<file path="src/rtl/irq_cif_pkg.sv">
package irq_cif_pkg;
   localparam int unsigned OFS_CTRL = 32'h000;
   localparam int unsigned OFS_MASK = 32'h004;
   localparam int unsigned OFS_ACK  = 32'h00C;
   localparam int unsigned OFS_EOI  = 32'h010;

   typedef enum logic [2:0] {
      SEL_NONE,
      SEL_CTRL,
      SEL_MASK,
      SEL_ACK,
      SEL_EOI
   } reg_sel_e;

   function automatic reg_sel_e decode_ofs(input logic [31:0] a);
      case (a)
         OFS_CTRL: return SEL_CTRL;
         OFS_MASK: return SEL_MASK;
         OFS_ACK:  return SEL_ACK;
         OFS_EOI:  return SEL_EOI;
         default:  return SEL_NONE;
      endcase
   endfunction
endpackage

</file>
<file path="src/rtl/irq_cif_regs.sv">
module irq_cif_regs
   import irq_cif_pkg::*;
#(
   parameter int ADDR_W = 12,
   parameter int DATA_W = 32,
   parameter int PRIO_W = 8,
   parameter int ID_W   = 10
) (
   input  logic              clk,
   input  logic              rst_n,
   input  logic              req_valid,
   input  logic              req_write,
   input  logic [ADDR_W-1:0] req_addr,
   input  logic [DATA_W-1:0] req_wdata,
   input  logic [ID_W-1:0]   ack_data,
   output logic              en_o,
   output logic [PRIO_W-1:0] mask_o,
   output logic              ack_rd_o,
   output logic              eoi_wr_o,
   output logic [ID_W-1:0]   eoi_id_o,
   output logic              rd_valid,
   output logic [DATA_W-1:0] rd_data
);
   reg_sel_e          sel;
   logic              is_rd;
   logic              is_wr;
   logic [DATA_W-1:0] rd_mux;

   assign sel      = decode_ofs(32'(req_addr));
   assign is_rd    = req_valid && !req_write;
   assign is_wr    = req_valid && req_write;
   assign ack_rd_o = is_rd && (sel == SEL_ACK);
   assign eoi_wr_o = is_wr && (sel == SEL_EOI);
   assign eoi_id_o = req_wdata[ID_W-1:0];

   always_comb begin
      rd_mux = '0;
      case (sel)
         SEL_CTRL: rd_mux[0]          = en_o;
         SEL_MASK: rd_mux[PRIO_W-1:0] = mask_o;
         SEL_ACK:  rd_mux[ID_W-1:0]   = ack_data;
         default:  rd_mux             = '0;
      endcase
   end

   always_ff @(posedge clk or negedge rst_n) begin
      if (!rst_n) begin
         en_o     <= 1'b0;
         mask_o   <= '0;
         rd_valid <= 1'b0;
         rd_data  <= '0;
      end else begin
         if (is_wr && sel == SEL_CTRL) en_o   <= req_wdata[0];
         if (is_wr && sel == SEL_MASK) mask_o <= req_wdata[PRIO_W-1:0];
         rd_valid <= is_rd;
         rd_data  <= is_rd ? rd_mux : '0;
      end
   end
endmodule

</file>
<file path="src/rtl/irq_cif_gate.sv">
module irq_cif_gate #(
   parameter int PRIO_W  = 8,
   parameter bit IRQ_REG = 1'b1
) (
   input  logic              clk,
   input  logic              rst_n,
   input  logic              enable,
   input  logic [PRIO_W-1:0] mask,
   input  logic              pend_valid,
   input  logic [PRIO_W-1:0] pend_prio,
   input  logic              busy,
   input  logic              take,
   output logic              qual_o,
   output logic              irq_o
);
   assign qual_o = enable && pend_valid && (pend_prio < mask) && !busy;

   generate
      if (IRQ_REG) begin : g_reg
         logic irq_q;
         always_ff @(posedge clk or negedge rst_n) begin
            if (!rst_n) irq_q <= 1'b0;
            else        irq_q <= qual_o && !take;
         end
         assign irq_o = irq_q;
      end else begin : g_comb
         assign irq_o = qual_o;
      end
   endgenerate
endmodule

</file>
<file path="src/rtl/irq_cif_active.sv">
module irq_cif_active #(
   parameter int ID_W        = 10,
   parameter int SPURIOUS_ID = 1023
) (
   input  logic            clk,
   input  logic            rst_n,
   input  logic            qual,
   input  logic            ack_rd,
   input  logic [ID_W-1:0] pend_id,
   input  logic            eoi_wr,
   input  logic [ID_W-1:0] eoi_id_in,
   output logic            busy_o,
   output logic            take_o,
   output logic [ID_W-1:0] ack_data_o,
   output logic            ack_stb,
   output logic [ID_W-1:0] ack_id,
   output logic            eoi_stb,
   output logic [ID_W-1:0] eoi_id
);
   localparam logic [ID_W-1:0] SPUR = ID_W'(SPURIOUS_ID);

   logic            act_v;
   logic [ID_W-1:0] act_id;
   logic            retire;

   assign busy_o     = act_v;
   assign take_o     = ack_rd && qual;
   assign ack_data_o = take_o ? pend_id : SPUR;
   assign retire     = eoi_wr && act_v && (eoi_id_in == act_id);

   always_ff @(posedge clk or negedge rst_n) begin
      if (!rst_n) begin
         act_v   <= 1'b0;
         act_id  <= '0;
         ack_stb <= 1'b0;
         ack_id  <= '0;
         eoi_stb <= 1'b0;
         eoi_id  <= '0;
      end else begin
         if (take_o) begin
            act_v  <= 1'b1;
            act_id <= pend_id;
         end else if (retire) begin
            act_v  <= 1'b0;
         end
         ack_stb <= take_o;
         if (take_o) ack_id <= pend_id;
         eoi_stb <= retire;
         if (retire) eoi_id <= eoi_id_in;
      end
   end
endmodule

</file>
<file path="src/rtl/irq_cpu_if.sv">
module irq_cpu_if #(
   parameter int ADDR_W      = 12,
   parameter int DATA_W      = 32,
   parameter int PRIO_W      = 8,
   parameter int ID_W        = 10,
   parameter int SPURIOUS_ID = 1023,
   parameter bit IRQ_REG     = 1'b1
) (
   input  logic              clk,
   input  logic              rst_n,
   input  logic              req_valid,
   input  logic              req_write,
   input  logic [ADDR_W-1:0] req_addr,
   input  logic [DATA_W-1:0] req_wdata,
   output logic              rd_valid,
   output logic [DATA_W-1:0] rd_data,
   input  logic              pend_valid,
   input  logic [ID_W-1:0]   pend_id,
   input  logic [PRIO_W-1:0] pend_prio,
   output logic              irq_o,
   output logic              ack_stb,
   output logic [ID_W-1:0]   ack_id,
   output logic              eoi_stb,
   output logic [ID_W-1:0]   eoi_id
);
   localparam longint ID_SPAN = longint'(1) << ID_W;

   generate
      if (ADDR_W < 5 || ADDR_W > 31) begin : g_bad_addr
         $error("irq_cpu_if: ADDR_W must lie in 5..31");
      end
      if (DATA_W < ID_W || DATA_W < PRIO_W) begin : g_bad_data
         $error("irq_cpu_if: DATA_W narrower than ID or priority field");
      end
      if (longint'(SPURIOUS_ID) >= ID_SPAN) begin : g_bad_spur
         $error("irq_cpu_if: SPURIOUS_ID does not fit ID_W");
      end
   endgenerate

   logic              en;
   logic [PRIO_W-1:0] mask;
   logic              ack_rd;
   logic              eoi_wr;
   logic [ID_W-1:0]   eoi_wid;
   logic [ID_W-1:0]   ack_data;
   logic              qual;
   logic              busy;
   logic              take;

   irq_cif_regs #(
      .ADDR_W(ADDR_W), .DATA_W(DATA_W), .PRIO_W(PRIO_W), .ID_W(ID_W)
   ) u_regs (
      .clk(clk), .rst_n(rst_n),
      .req_valid(req_valid), .req_write(req_write),
      .req_addr(req_addr), .req_wdata(req_wdata),
      .ack_data(ack_data),
      .en_o(en), .mask_o(mask),
      .ack_rd_o(ack_rd), .eoi_wr_o(eoi_wr), .eoi_id_o(eoi_wid),
      .rd_valid(rd_valid), .rd_data(rd_data)
   );

   irq_cif_gate #(
      .PRIO_W(PRIO_W), .IRQ_REG(IRQ_REG)
   ) u_gate (
      .clk(clk), .rst_n(rst_n),
      .enable(en), .mask(mask),
      .pend_valid(pend_valid), .pend_prio(pend_prio),
      .busy(busy), .take(take),
      .qual_o(qual), .irq_o(irq_o)
   );

   irq_cif_active #(
      .ID_W(ID_W), .SPURIOUS_ID(SPURIOUS_ID)
   ) u_active (
      .clk(clk), .rst_n(rst_n),
      .qual(qual), .ack_rd(ack_rd), .pend_id(pend_id),
      .eoi_wr(eoi_wr), .eoi_id_in(eoi_wid),
      .busy_o(busy), .take_o(take), .ack_data_o(ack_data),
      .ack_stb(ack_stb), .ack_id(ack_id),
      .eoi_stb(eoi_stb), .eoi_id(eoi_id)
   );
endmodule

</file>
<file path="config.mk">
export PLATFORM = sky130hd
export DESIGN_NAME = irq_cpu_if
export DESIGN_NICKNAME = d
export VERILOG_FILES = /design/src/rtl/irq_cif_pkg.sv /design/src/rtl/irq_cif_regs.sv /design/src/rtl/irq_cif_gate.sv /design/src/rtl/irq_cif_active.sv /design/src/rtl/irq_cpu_if.sv
export SDC_FILE = /design/constraint.sdc
export NUM_CORES = 1
export LEC_CHECK = 0
export BUFFER_PORTS_ARGS = -buffer_cell sky130_fd_sc_hd__buf_2
export CORE_MARGIN = 2
export CORE_UTILIZATION = 44
export DETAILED_ROUTE_END_ITERATION = 7
export PLACE_DENSITY = 0.84
export SKIP_CTS_REPAIR_TIMING = 1
export SLEW_MARGIN = 5
export SYNTH_ARGS = -nofsm -noshare
export SYNTH_HDL_FRONTEND = slang
export SYNTH_SLANG_ARGS = --single-unit
</file>
<file path="constraint.sdc">
create_clock -name clk -period 3 [get_ports clk]
set_clock_uncertainty 0.2 [all_clocks]
set_input_delay 0.6 -clock clk [delete_from_list [all_inputs] [get_ports clk]]
set_output_delay 0.6 -clock clk [all_outputs]
set_load 0.005 [all_outputs]
</file>
==> out/results.txt, run 1 <==
The boundary pin count came out at 123. The number of buffers added on ports works out to 78. Entering global routing, the biggest net connects 45 pins. The run gives 44 as the number of clock sinks seen by CTS. The run gives 0.00263 mm² as the cell area after placement.

The logs give 5 for the total clock buffers created by CTS and 0 for the number of max-slew violations in the final report. After detailed routing, the total wire length is 4740 µm. Internal power comes to 0.868 mW. Using the TritonRoute via totals, the vias-per-cell ratio works out to 4.78.

The mean area per synthesized cell was 11.9 µm². The power per cell area came out at 403 mW/mm². The tree is rooted in a sky130_fd_sc_hd__clkbuf_8. The longest clock path from root to sink contains 2 buffers.

The switching component of the power was 0.234 mW; the average routed wire per standard cell was 13.9 µm. For the insertion delay to the later sink of the worst-skew pair, the log shows 290 ps. Setup repair after global routing left no endpoint under its margin. The tools report the global route total overflow as 0.

The endpoint class of the critical path is a flip-flop. The flow ran to the end, and the final reports show no timing, DRC or antenna violations. For the relative max-transition margin, the log shows 0.353.

The number of violations reported at the end of detailed-routing iteration 0 came out at 82. The logs give 2 for the depth of the CTS H-tree and 0 for the count of max-cap constraint violations. The combinational power share is 0.081. The Yosys step of the flow raised 0 warnings. The detailed-route via count came out at 1626. The core occupancy in the finished layout was 0.571; the core region area was 0.00479 mm². The all-layer global routing usage was 0.178; the overall die width was 74.9 µm. For the number of antenna violations at the first check in global routing, the log shows 0.

The final worst-path cycle share came out at 0.823. In the final timing run, aggregate negative setup slack is 0 ps. The gate count after technology mapping was 186; the number of flip-flops and latches in the synthesized netlist was 44.

Along the worst path, the maximum fanout reaches 8. The data required time at the worst endpoint was 2970 ps. In this run the critical register-to-register path is launched from u_regs.mask_o[1]$_DFFE_PN0P_. The run gives 25 as the count of standard-cell rows. The worst hold path belongs to the class in -> async. Routability-driven placement finished with a final weighted congestion of 0.804.

Data arrives at the worst endpoint at 2440 ps. The initial core utilization is 0.463. The final hold violation count came out at 0. The netlist area before placement came out at 0.00221 mm². The sequential fraction of the synthesis area was 0.497; the filler cell count in the final layout was 431.

Counting cells, the worst reg-to-reg path comes to 8. The critical path in this run is classified as in -> reg. Number of inserted diodes: 0. In this run the critical register-to-register path is captured at u_active.act_id[6]$_DFFE_PN0N_.

The register-to-register setup slack was 560 ps; the fraction of power consumed by sequential logic was 0.539. In this run, distinct cell masters in the synthesized netlist total 33. Relative to the synthesized area, the layout overhead comes to 23.3%.

The logs give 1512 for the number of global-route vias before repair and 7290 µm for the global-route wire length before repair. For this design the static power due to leakage is 1.53 nW. Setup violations remaining at the end of the flow were counted as 0.

The worst setup path is launched from an input pin. At the pin with the least slew margin, the transition time is 971 ps. For this run, design rule violations remaining after detail routing come to 0. The fraction of layout instances using a drive strength above 1 is 0.429. The tools report the highest ir drop seen on vdd as 0.201 mV. The run gives 348 as the final net count.

The floorplan die height is 74.9 µm. The switching part of the total power works out to 0.212. The tools report the portion of total power attributed to the clock network as 0.380. The post-route standard cell area excluding fillers is 0.00273 mm². TritonCTS built the clock tree. For the number of antenna-violating nets in the routed design, the log shows 0. The library cell used most frequently in the layout, excluding fill and tap cells, is sky130_fd_sc_hd__buf_2. For the die area, the log shows 0.00562 mm². Summed over all nets, the half-perimeter wirelength after detailed placement is 3690 µm. For this run, the top clock speed supported by timing is 405 MHz.

The clock-pin slew on the worst setup and hold paths is 70 ps, and the minimum clock period is 2470 ps. The first-pass iteration count of the detailed router was 4. In the layout the commonest cells are 78 x sky130_fd_sc_hd__buf_2, 44 x sky130_fd_sc_hd__dfrtp_1, 22 x sky130_fd_sc_hd__conb_1.
==> through the flow <==
stage          instances  hold WS, ps  power [mW]  setup slack, ps
2_1_floorplan        207          104       0.658              410
3_3_place_gp         334          285       0.693              248
3_5_place_dp         334          292       0.695              204
4_1_cts              340          287        1.12              515
5_1_grt              340          305        1.15              388
6_report             340          261        1.10              532
==> worst max-delay path, cell delays in order <==
cell,delay (ps)
sky130_fd_sc_hd__buf_2,100
sky130_fd_sc_hd__ha_1,190
sky130_fd_sc_hd__or3b_1,370
sky130_fd_sc_hd__o2111ai_1,110
sky130_fd_sc_hd__a31oi_1,180
sky130_fd_sc_hd__nor4_4,310
sky130_fd_sc_hd__buf_4,230
sky130_fd_sc_hd__mux2_1,350
==> power groups by stage <==
stage	logic, mW	registers, mW	clock network [mW]
after floorplan	0.0524	0.606	0
after global placement	0.0871	0.606	0
after detailed placement	0.0894	0.606	0
after CTS	0.0898	0.594	0.436
after global routing	0.104	0.594	0.453
final	0.0891	0.594	0.419
==> final cells by class <==
cell class,instances,area (µm²),area share
sequential,44,1100,0.403
multi-input combinational,127,963,0.353
timing repair buffer,85,443,0.162
tap,67,83.8,0.0307
clock buffer,5,68.8,0.0252
inverter,11,41.3,0.0151
clock inverter,1,30.0,0.0110
==> state kept, by name, indices dropped and copies added, names as in the netlist <==
name              count
u_active.ack_stb      1
u_active.act_id      10
u_active.busy_o       1
u_active.eoi_id      10
u_active.eoi_stb      1
u_gate.irq_o          1
u_regs.en_o           1
u_regs.mask_o         8
u_regs.rd_data       10
u_regs.rd_valid       1
==> worst max path at each step <==
stage	start	to	slack, ps	cells after the start
6_report	pend_prio[1]	u_active.act_id[6]$_DFFE_PN0N_	530	8
2_1_floorplan	pend_prio[1]	u_active.act_id[1]$_DFFE_PN0N_	410	7
3_5_place_dp	pend_prio[1]	u_active.act_id[6]$_DFFE_PN0N_	200	8
5_1_grt	u_regs.mask_o[1]$_DFFE_PN0P_	u_active.act_id[6]$_DFFE_PN0N_	390	8
3_3_place_gp	pend_prio[1]	u_active.act_id[1]$_DFFE_PN0N_	250	8
4_1_cts	pend_prio[1]	u_active.act_id[6]$_DFFE_PN0N_	510	8
==> metal layers <==
layer,part of all wire,track usage,vias to the layer above
li1,-,-,779
met1,0.42,0.222,770
met2,0.48,0.298,72
met3,0.081,0.0562,5
met4,0.011,0.0536,0
met5,0,0,-
==> synthesized netlist by cell type <==
cell type / n / area share
sky130_fd_sc_hd__nand2_2: 1 / 0.0028
sky130_fd_sc_hd__o2111ai_1: 1 / 0.0040
sky130_fd_sc_hd__or4_4: 2 / 0.010
sky130_fd_sc_hd__mux2_1: 9 / 0.046
sky130_fd_sc_hd__nor4_4: 1 / 0.0096
sky130_fd_sc_hd__a221oi_1: 7 / 0.028
sky130_fd_sc_hd__ha_1: 7 / 0.040
sky130_fd_sc_hd__o21ai_0: 2 / 0.0045
sky130_fd_sc_hd__clkbuf_1: 1 / 0.0017
sky130_fd_sc_hd__buf_6: 1 / 0.0051
sky130_fd_sc_hd__mux2_2: 20 / 0.10
sky130_fd_sc_hd__nand4_1: 2 / 0.0056
sky130_fd_sc_hd__clkinv_1: 1 / 0.0017
sky130_fd_sc_hd__inv_1: 10 / 0.017
sky130_fd_sc_hd__a211oi_1: 1 / 0.0034
sky130_fd_sc_hd__buf_4: 23 / 0.078
sky130_fd_sc_hd__o31a_1: 2 / 0.0079
sky130_fd_sc_hd__xor2_1: 10 / 0.040
sky130_fd_sc_hd__nand3_1: 2 / 0.0045
sky130_fd_sc_hd__nor4_1: 5 / 0.014
sky130_fd_sc_hd__o21a_1: 1 / 0.0034
sky130_fd_sc_hd__dfrtp_1: 44 / 0.50
sky130_fd_sc_hd__conb_1: 1 / 0.0017
sky130_fd_sc_hd__o211ai_1: 1 / 0.0034
sky130_fd_sc_hd__nor3b_2: 2 / 0.011
sky130_fd_sc_hd__nor2_1: 15 / 0.025
sky130_fd_sc_hd__nand2b_1: 1 / 0.0028
sky130_fd_sc_hd__nor3_1: 2 / 0.0045
sky130_fd_sc_hd__nor2b_1: 1 / 0.0028
sky130_fd_sc_hd__a31oi_1: 2 / 0.0056
sky130_fd_sc_hd__nand2_1: 6 / 0.010
sky130_fd_sc_hd__or3b_1: 1 / 0.0040
sky130_fd_sc_hd__o21bai_1: 1 / 0.0034
==> cells by family (layout without fill, tap and decap cells) <==
family | after synthesis | after routing | synth area share
compound gates | 18 | 18 | 0.0633
xor+xnor | 10 | 10 | 0.0395
fa+ha+maj | 7 | 7 | 0.0395
buf+inv | 36 | 102 | 0.103
flops | 44 | 44 | 0.497
mux | 29 | 29 | 0.147
other cells | 1 | 22 | 0.00169
simple gates | 41 | 41 | 0.108
Note: power is estimated with default switching activity, not from simulation.
==> inputs of run 2 (changes only) <==
==> constraint.sdc (replaced) <==
create_clock -name clk -period 2.35 [get_ports clk]
set_clock_uncertainty 0.2 [all_clocks]
set_input_delay 0.47 -clock clk [delete_from_list [all_inputs] [get_ports clk]]
set_output_delay 0.47 -clock clk [all_outputs]
set_load 0.005 [all_outputs]
==> out/results.txt, run 2 (synthesis results as in run 1) <==
For the pin with the worst max-slew slack, the measured transition is 670 ps. The tools report the final hold violation count as 2. The largest registers in the layout are u_active.act_id: 10 flops, u_active.eoi_id: 10 flops, u_regs.rd_data: 10 flops.

The overall die width works out to 74.9 µm. The number of max-slew violations in the final report came out at 0. Dividing the detail-routed via count by the number of cells gives 4.80. For the data required time at the worst endpoint, the log shows 2340 ps. The total overflow left after global routing is 0.

Entering global routing, the biggest net connects 31 pins. The placer's final routability congestion estimate came out at 0.885. The number of antenna violations at the first check in global routing came out at 0. The number of antenna diodes in the final layout is 0. In this run the worst path has a maximum fanout of 3.

The tools report the all-layer global routing usage as 0.188. The floorplan die height was 74.9 µm; the die area was 0.00562 mm². The checks that failed: negative hold slack, negative setup slack.

The run finished, with violations left. The leakage power is 1.59 nW. For the total clock buffers created by CTS, the log shows 5. Pin placement for this block handled 123 I/O pins.

The run gives 2 as the number of buffers on the longest clock path. Number of global-route vias before repair: 1672. In this run the clock root is driven by a sky130_fd_sc_hd__clkbuf_8.

The area of the multi-input gates is 0.00105 mm², and the number of remaining DRC errors is 0. After the last flow step, the layout net total stands at 357. Once detail routing completed, the nets flagged for antenna violations numbered 0. The final worst-path cycle share is 1.01, and the final wirelength is 5130 µm. For this block, the via count after detailed routing is 1679. Dividing the detail-routed wire length by the instance count gives 14.6 µm.

The combinational power share is 0.092, and the switching component of the power is 0.321 mW. Across the run, the number of max-cap violations was 0. The class of the tightest hold or removal check is in -> async.

The worst-case IR drop observed on VDD is 0.350 mV. Static timing analysis puts the maximum clock frequency at 422 MHz. The most frequent standard cell in the layout excluding fill and tap cells is sky130_fd_sc_hd__buf_2. For the depth of the CTS H-tree, the log shows 2. The tools report the fraction of power consumed by sequential logic as 0.544. Endpoint class of the critical path: a flip-flop. For the count of standard-cell rows, the log shows 25. After clock tree synthesis, the clock-pin slew on the worst setup and hold paths is 80 ps. Clock latency on the worst-skew pair, taken at its later pin, is 300 ps. The worst setup path is launched from an input pin. The pre-antenna-repair detailed-routing pass consisted of 4 iterations. At the worst endpoint, the arrival time is 2360 ps. The tools report the number of clock sinks seen by CTS as 44. The setup path with the least slack is of type in -> reg. The post-detailed-placement half-perimeter wirelength is 3970 µm, and the power per cell area is 477 mW/mm². The minimum clock period was 2370 ps; the total area of sequential cells was 0.00110 mm². For the count of final setup violators, the log shows 4. Setup repair after global routing could not meet its margin everywhere. TritonCTS built the clock tree. After floorplanning, the core was sized to cover 0.00479 mm². The fraction of layout instances using a drive strength above 1 came out at 0.505. Initial core utilization: 0.463. The run gives -22.4 ps as the final setup slack of the worst path. The filler cells instantiated in the layout total 400. The switching part of the total power is 0.230. For the internal power of the cells, the log shows 1.07 mW. The finished cells cover 0.00292 mm². The logs give -4.12 ps for the post-route worst hold slack and 55 for the number of violations reported at the end of detailed-routing iteration 0. The count of buffers added on input and output ports is 78. Summing all placed instances gives a cell area of 0.00276 mm². From synthesis to final layout, the design area changed by 31.8%. The relative max-transition margin was 0.553; the portion of total power attributed to the clock network was 0.364. Leaving out fill and tap cells, the most frequent cells in the layout are 77 x sky130_fd_sc_hd__buf_2, 44 x sky130_fd_sc_hd__dfrtp_1, 22 x sky130_fd_sc_hd__conb_1.

The global-route wire length before repair is 7760 µm.
## run 2: cell count changes in the layout (fill, tap and decap cells not counted), sizes merged
cell | previous run | this run
buf | 85 | 94
bufinv | 1 | 0
clkbuf | 5 | 7
## run 2: cell type report
cell class / count / share of cell area
Sequential cell: 44 / 0.377
Multi-Input combinational cell: 127 / 0.361
Timing Repair Buffer: 94 / 0.186
Clock buffer: 7 / 0.0330
Tap cell: 67 / 0.0287
Inverter: 11 / 0.0141
## run 2: critical path, stage by stage
cell	delay, ps
sky130_fd_sc_hd__buf_6	90
sky130_fd_sc_hd__or4_4	560
sky130_fd_sc_hd__nor3b_4	250
sky130_fd_sc_hd__nand2_2	110
sky130_fd_sc_hd__nor4_4	370
sky130_fd_sc_hd__buf_4	220
sky130_fd_sc_hd__mux2_4	300
## run 2: metal layers
layer	global-route usage	vias to the layer above	wire (µm)
met5	0	-	0
met4	0.0794	0	85
met3	0.0549	9	448
met2	0.318	76	2470
met1	0.225	797	2120
li1	-	797	-
## run 2: worst paths after layout
path	slack, ps	start	to	cells past startpoint
setup / recovery	-20	req_addr[0]	u_active.act_id[8]$_DFFE_PN0N_	7
hold / removal	-4	rst_n	u_active.eoi_id[4]$_DFFE_PN0P_	1
setup reg to reg	70	u_regs.mask_o[4]$_DFFE_PN0P_	u_active.act_id[8]$_DFFE_PN0N_	8
hold reg to reg	300	u_active.eoi_id[9]$_DFFE_PN0P_	u_active.eoi_id[9]$_DFFE_PN0P_	1
max in group asynchronous	1300	rst_n	u_regs.mask_o[1]$_DFFE_PN0P_	2
min in group clk	170	req_write	u_regs.rd_valid$_DFF_PN0_	2
## run 2: power groups by stage
stage / Combinational, mW / Sequential [mW] / Clock [mW]
after floorplan: 0.0730 / 0.773 / 0
after detailed placement: 0.125 / 0.773 / 0
final: 0.128 / 0.758 / 0.507
after global routing: 0.145 / 0.758 / 0.546
after CTS: 0.126 / 0.758 / 0.517
after global placement: 0.122 / 0.773 / 0
## run 2: metrics by stage
| step | setup TNS (ps) | setup slack (ps) | util | std cells | total power, mW |
|---|---|---|---|---|---|
| 2_1_floorplan | -135 | -16.9 | - | 207 | 0.846 |
| 3_3_place_gp | -3260 | -195 | 0.578 | 343 | 0.895 |
| 3_5_place_dp | -3750 | -212 | 0.578 | 343 | 0.898 |
| 4_1_cts | -173 | -39.8 | 0.598 | 350 | 1.40 |
| 5_1_grt | -298 | -55.2 | 0.610 | 350 | 1.45 |
| 6_report | -63.0 | -22.4 | 0.610 | 350 | 1.39 |
